===== src/rtl/beat_exp_pkg.sv =====
package beat_exp_pkg;

    // Burst type encoding on req_burst
    typedef enum logic [1:0] {
        BURST_FIXED = 2'd0,
        BURST_INCR  = 2'd1,
        BURST_WRAP  = 2'd2,
        BURST_RSVD  = 2'd3
    } burst_e;

endpackage


===== src/rtl/beat_exp_addr_step.sv =====
// Combinational next-beat address for the three burst kinds.
module beat_exp_addr_step
    import beat_exp_pkg::*;
#(
    parameter int ADDR_W = 32,
    parameter int LEN_W  = 8,
    parameter int SIZE_W = 3
) (
    input  logic [ADDR_W-1:0] cur_addr,
    input  burst_e            burst,
    input  logic [SIZE_W-1:0] size,
    input  logic [LEN_W-1:0]  len,
    output logic [ADDR_W-1:0] nxt_addr
);

    localparam logic [ADDR_W-1:0] ONE = {{(ADDR_W-1){1'b0}}, 1'b1};

    logic [ADDR_W-1:0] step_bytes;
    logic [ADDR_W-1:0] low_mask;
    logic [ADDR_W-1:0] aligned;
    logic [ADDR_W-1:0] incr_addr;
    logic [ADDR_W-1:0] beat_total;
    logic [ADDR_W-1:0] win_mask;
    logic [ADDR_W-1:0] wrap_addr;

    always_comb begin
        step_bytes = ONE << size;
        low_mask   = step_bytes - ONE;
        aligned    = cur_addr & ~low_mask;
        incr_addr  = aligned + step_bytes;
        beat_total = ADDR_W'(len) + ONE;
        win_mask   = (beat_total << size) - ONE;
        wrap_addr  = (aligned & ~win_mask) | (incr_addr & win_mask);
        case (burst)
            BURST_FIXED: nxt_addr = cur_addr;
            BURST_WRAP:  nxt_addr = wrap_addr;
            default:     nxt_addr = incr_addr;
        endcase
    end

endmodule


===== src/rtl/beat_exp_counter.sv =====
// Beat index and length holder; flags the final beat.
module beat_exp_counter #(
    parameter int LEN_W = 8
) (
    input  logic             clk,
    input  logic             rst_n,
    input  logic             load,
    input  logic             step,
    input  logic [LEN_W-1:0] load_len,
    output logic [LEN_W-1:0] idx,
    output logic [LEN_W-1:0] len,
    output logic             at_end
);

    typedef struct packed {
        logic [LEN_W-1:0] idx;
        logic [LEN_W-1:0] len;
    } cnt_s;

    cnt_s cnt_d, cnt_q;

    always_comb begin
        cnt_d = cnt_q;
        if (load) begin
            cnt_d.idx = '0;
            cnt_d.len = load_len;
        end else if (step) begin
            cnt_d.idx = cnt_q.idx + LEN_W'(1);
        end
    end

    always_ff @(posedge clk or negedge rst_n) begin
        if (!rst_n) cnt_q <= '0;
        else        cnt_q <= cnt_d;
    end

    assign idx    = cnt_q.idx;
    assign len    = cnt_q.len;
    assign at_end = (cnt_q.idx == cnt_q.len);

endmodule


===== src/rtl/axi_beat_expander.sv =====
// Expands one burst request into a sequence of single-beat requests.
module axi_beat_expander
    import beat_exp_pkg::*;
#(
    parameter int ADDR_W = 32,
    parameter int LEN_W  = 8,
    parameter int SIZE_W = 3,
    parameter int PROT_W = 3
) (
    input  logic              clk,
    input  logic              rst_n,
    input  logic              req_valid,
    output logic              req_ready,
    input  logic [ADDR_W-1:0] req_addr,
    input  logic [1:0]        req_burst,
    input  logic [SIZE_W-1:0] req_size,
    input  logic [LEN_W-1:0]  req_len,
    input  logic [PROT_W-1:0] req_prot,
    output logic              beat_valid,
    input  logic              beat_ready,
    output logic [ADDR_W-1:0] beat_addr,
    output logic [PROT_W-1:0] beat_prot,
    output logic              beat_last,
    output logic [LEN_W-1:0]  beat_idx
);

    typedef struct packed {
        logic              busy;
        logic [ADDR_W-1:0] addr;
        burst_e            burst;
        logic [SIZE_W-1:0] size;
        logic [PROT_W-1:0] prot;
    } ctx_s;

    ctx_s ctx_d, ctx_q;

    logic              accept;
    logic              handoff;
    logic              final_beat;
    logic [LEN_W-1:0]  cur_idx;
    logic [LEN_W-1:0]  cur_len;
    logic [ADDR_W-1:0] step_addr;

    assign accept  = req_valid & ~ctx_q.busy;
    assign handoff = ctx_q.busy & beat_ready;

    beat_exp_counter #(
        .LEN_W (LEN_W)
    ) u_counter (
        .clk      (clk),
        .rst_n    (rst_n),
        .load     (accept),
        .step     (handoff & ~final_beat),
        .load_len (req_len),
        .idx      (cur_idx),
        .len      (cur_len),
        .at_end   (final_beat)
    );

    beat_exp_addr_step #(
        .ADDR_W (ADDR_W),
        .LEN_W  (LEN_W),
        .SIZE_W (SIZE_W)
    ) u_addr_step (
        .cur_addr (ctx_q.addr),
        .burst    (ctx_q.burst),
        .size     (ctx_q.size),
        .len      (cur_len),
        .nxt_addr (step_addr)
    );

    always_comb begin
        ctx_d = ctx_q;
        if (accept) begin
            ctx_d.busy  = 1'b1;
            ctx_d.addr  = req_addr;
            ctx_d.burst = burst_e'(req_burst);
            ctx_d.size  = req_size;
            ctx_d.prot  = req_prot;
        end else if (handoff) begin
            if (final_beat) ctx_d.busy = 1'b0;
            else            ctx_d.addr = step_addr;
        end
    end

    always_ff @(posedge clk or negedge rst_n) begin
        if (!rst_n) ctx_q <= '0;
        else        ctx_q <= ctx_d;
    end

    assign req_ready  = ~ctx_q.busy;
    assign beat_valid = ctx_q.busy;
    assign beat_addr  = ctx_q.addr;
    assign beat_prot  = ctx_q.prot;
    assign beat_last  = ctx_q.busy & final_beat;
    assign beat_idx   = cur_idx;

endmodule


===== config.mk =====
export PLATFORM = sky130hd
export DESIGN_NAME = axi_beat_expander
export DESIGN_NICKNAME = d
export VERILOG_FILES = /design/src/rtl/beat_exp_pkg.sv /design/src/rtl/beat_exp_addr_step.sv /design/src/rtl/beat_exp_counter.sv /design/src/rtl/axi_beat_expander.sv
export SDC_FILE = /design/constraint.sdc
export NUM_CORES = 1
export LEC_CHECK = 0
export BUFFER_PORTS_ARGS = -buffer_cell sky130_fd_sc_hd__buf_4
export CAP_MARGIN = 10
export CORE_ASPECT_RATIO = 1.2
export CORE_UTILIZATION = 61
export DETAILED_ROUTE_END_ITERATION = 10
export HOLD_SLACK_MARGIN = 0.12
export PLACE_DENSITY = 0.86
export SETUP_SLACK_MARGIN = 0.5
export SLEW_MARGIN = 20
export SYNTH_ARGS = -nofsm -noshare
export SYNTH_HDL_FRONTEND = slang
export SYNTH_SLANG_ARGS = --single-unit

===== constraint.sdc =====
create_clock -name clk -period 8.15 [get_ports clk]
set_clock_uncertainty 0.05 [all_clocks]
set_input_delay 1.2225 -clock clk [delete_from_list [all_inputs] [get_ports clk]]
set_output_delay 1.2225 -clock clk [all_outputs]
set_load 0.02 [all_outputs]

==> impl_metrics.csv <==
group,metric,value,unit
run_status,status,"finished, final reports clean",
worst_setup_path,cp-end-kind,"flip-flop",
worst_setup_path,max_stage_delay,660,ps
worst_setup_path,crit_arrival,4970,ps
pwr,power.density,410,mW/mm^2
placed_design,gp_congestion,0.949,
worst_setup_path,crit_type,"reg2reg",
detailed_routing,first_iter_violations,199,
pwr,power.share.sequential,25.8,%
synth,synth_seq_area_share,28.2,%
pwr,p_leak,2.43,nW
worst_setup_path,required,8320,ps
detailed_routing,antenna_left,0,
clock_network,cts_tree,"built",
flow_run,drv_cap,0,
synth,synthCells,637,
pwr,power_frac_comb,62.6,%
timing,period_needed,4790,ps
synth,yosys.cell_types.count,76,
timing,tightestPinTransition,745,ps
detailed_routing,route.detailed.drc,0,
worst_setup_path,cp_top_family,"simple AND/OR/NAND/NOR gates",
timing,slew_viol_final,0,
global_route,antenna_found_initial,0,
synth,syn-cell-area,0.00507,sq mm
worst_setup_path,regToRegSetupSlack,3360,ps
die,io_pins,98,
timing,tns,0,ps
die,die_area,0.00867,sq mm
clock_network,cts_max_path_buffers,2,
die,die_w,85.2,um
synth,synth.net_count,701,
clock_network,insertion_delay,350,ps
hold_path,hp-class,"reg2reg",
worst_setup_path,critical_path_buf_inv_count,2,
clock_network,ctsHoldBuffers,0,
synth,synth-main-ff-cell,"dfrtp_1",
synth,synth_top_area_share,28.2,%
detailed_routing,detail_route.vias_per_cell,6.13,
die,die_y,102,um
pwr,vdd_ir_drop_max,220,uV
synth,syn_area_per_cell,7.95,sq um
pwr,switchingPower,0.00117,W
final_layout,fin_nets,743,
die,initial_core_util,62.5,%
detailed_routing,drt_first_pass_iters,4,
worst_setup_path,cp_common_cell,"nor2_1",
clock_network,clk_pin_slew,70,ps
final_layout,antenna_cells,0,
clock_network,root_buffer,"clkbuf_8",
final_layout,fillers,654,
global_route,first_global_vias,4348,
final_layout,drive_above_1_share,21.5,%
detailed_routing,totalWireLength,13.3,mm
die,num_rows,36,
timing,fin_ws,3360,ps
clock_network,cts_buffers,9,
timing,fmax,209,MHz
global_route,grt_pass1_wl,21.1,mm
synth,yosys_warnings,0,
global_route,grtUsageTotal,30.9,%
clock_network,h-tree-depth,3,
synth,ys_ff_latch,57,
die,fp.coreArea,0.00811,sq mm
synth,yosysTopAreaCell,"dfrtp_1",
final_layout,fin_util,70.3,%
timing,rsz0062_at_grt,"no",
detailed_routing,vias,4773,
timing,slew_headroom,50.3,%
timing,fin_crit_sh,58.8,%
synth,synth.area.top_cells,"dfrtp_1 (28%), nand2_1 (7.1%), xnor2_1 (6.6%)",
global_route,grt-ovfl-total,0,
worst_setup_path,crit_chain,"nor2_1 > inv_1 > nor2_1 > inv_1 > ha_1 > xor2_1 > o211a_1 > ha_1 > o21a_1 > o21a_1 > o21ai_0 > nor2_1 > nand2_1 > or3_1 > o31ai_1 > a21oi_1 > a221o_1",
synth,synthArstFlopShare,100,%
pwr,p_sw_share,50.2,%
timing,final-hold-violation-count,0,
final_layout,mostFrequentLayoutCell,"buf_4",
placed_design,io_buffers,97,
pwr,clock_power_share,11.6,%
pwr,power.internal,0.00116,W
timing,setup_violations,0,
final_layout,layout_common_cells,"buf_4 (103), nand2_1 (96), nor2_1 (65)",
clock_network,cts_resized,0,
final_layout,syn_to_final_growth,12.5,%
detailed_routing,wire_per_inst,17.0,um
worst_setup_path,path_max_fanout,26,
synth,synth-edff-count,0,
placed_design,dpl_worst_slack,3500,ps
worst_setup_path,startpoint_type,"flip-flop",
global_route,grt_max_degree,66,
clock_network,cts_sinks,57,
worst_setup_path,cpMaxStageDelayCell,"dfrtp_1",
clock_network,cts_setup_buffers,0,
placed_design,dp.final_hpwl,9.58,mm
state kept, by name, summed over array words and instances (netlist names):
register       cells
u_counter.len      8
beat_prot          3
u_counter.idx      8
ctx_q              5
beat_valid         1
beat_addr         32
final cells by class:
class	instances	area, sq um	area share (%)
Clock buffer	11	141	2.48
Clock inverter	5	55.1	0.966
Inverter	15	56.3	0.988
Multi-Input combinational cell	493	3130	54.9
Sequential cell	57	1430	25.0
Tap cell	95	119	2.09
Timing Repair Buffer	103	773	13.6
through the flow:
stage / hold slack, ps / area, sq um / total power [W] / instances
after detailed placement: 421 / 5500 / 0.00204 / 763
final: 433 / 5700 / 0.00234 / 779
after CTS: 438 / 5700 / 0.00232 / 779
after floorplan: 397 / 5070 / 0.00175 / 637
after global placement: 411 / 5500 / 0.00201 / 763
after global routing: 475 / 5700 / 0.00250 / 779
kinds of logic after synthesis:
| logic type | after synthesis | synth area share [%] |
|---|---|---|
| buf+inv | 87 | 10.2 |
| xor+xnor | 54 | 9.34 |
| mux | 13 | 2.89 |
| flops | 57 | 28.2 |
| compound gates | 143 | 19.2 |
| simple gates | 271 | 27.2 |
| fa+ha+maj | 12 | 2.96 |
Yosys cell counts (all sizes together), types with 4 or more instances:
| cell type | n |
|---|---|
| nor2b | 8 |
| a211oi | 7 |
| o211ai | 4 |
| nand3 | 20 |
| ha | 12 |
| buf | 57 |
| nor4 | 13 |
| inv | 13 |
| nor2 | 66 |
| or3 | 6 |
| o21a | 7 |
| nor3 | 13 |
| o21ai | 41 |
| mux2i | 9 |
| a21oi | 34 |
| a211o | 4 |
| nand2b | 6 |
| and2 | 6 |
| nand2 | 97 |
| nand4 | 8 |
| dfrtp | 57 |
| clkbuf | 15 |
| and3 | 11 |
| xnor2 | 38 |
| xor2 | 16 |
| a31oi | 8 |
worst reg2reg max path, cell delays in order, from the launching register on:
cell and delay, ps:
dfrtp_1 660, nor2_1 540, inv_1 150, nor2_1 150, inv_1 70, ha_1 260
xor2_1 170, o211a_1 240, ha_1 340, o21a_1 140, o21a_1 120, o21ai_0 130
nor2_1 290, nand2_1 300, or3_1 450, o31ai_1 210, a21oi_1 100, a221o_1 280
power groups by stage:
stage               Sequential (W)  Clock, W  Combinational, W
floorplan                 0.000523         0           0.00123
global placement          0.000596         0           0.00142
detailed placement        0.000602         0           0.00144
CTS                       0.000597  0.000273           0.00145
global route              0.000624  0.000285           0.00159
finish                    0.000603  0.000272           0.00146
layer usage:
layer	vias up	global-route usage (%)	routed length, um
li1	2302	-	-
met1	2272	38.9	5600
met2	169	52.5	6680
met3	30	4.68	617
met4	0	14.9	357
met5	-	0	0
final timing paths:
path	start	endpoint	cells past startpoint
setup / recovery	ctx_q[5]	beat_addr[30]	17
hold reg to reg	beat_prot[0]	beat_prot[0]	2
max in group asynchronous	rst_n	u_counter.len[7]	1
setup reg to reg	ctx_q[5]	beat_addr[30]	17
min in group asynchronous	rst_n	u_counter.len[3]	1
hold / removal	beat_prot[0]	beat_prot[0]	2
(Power assumes the default switching activity.)
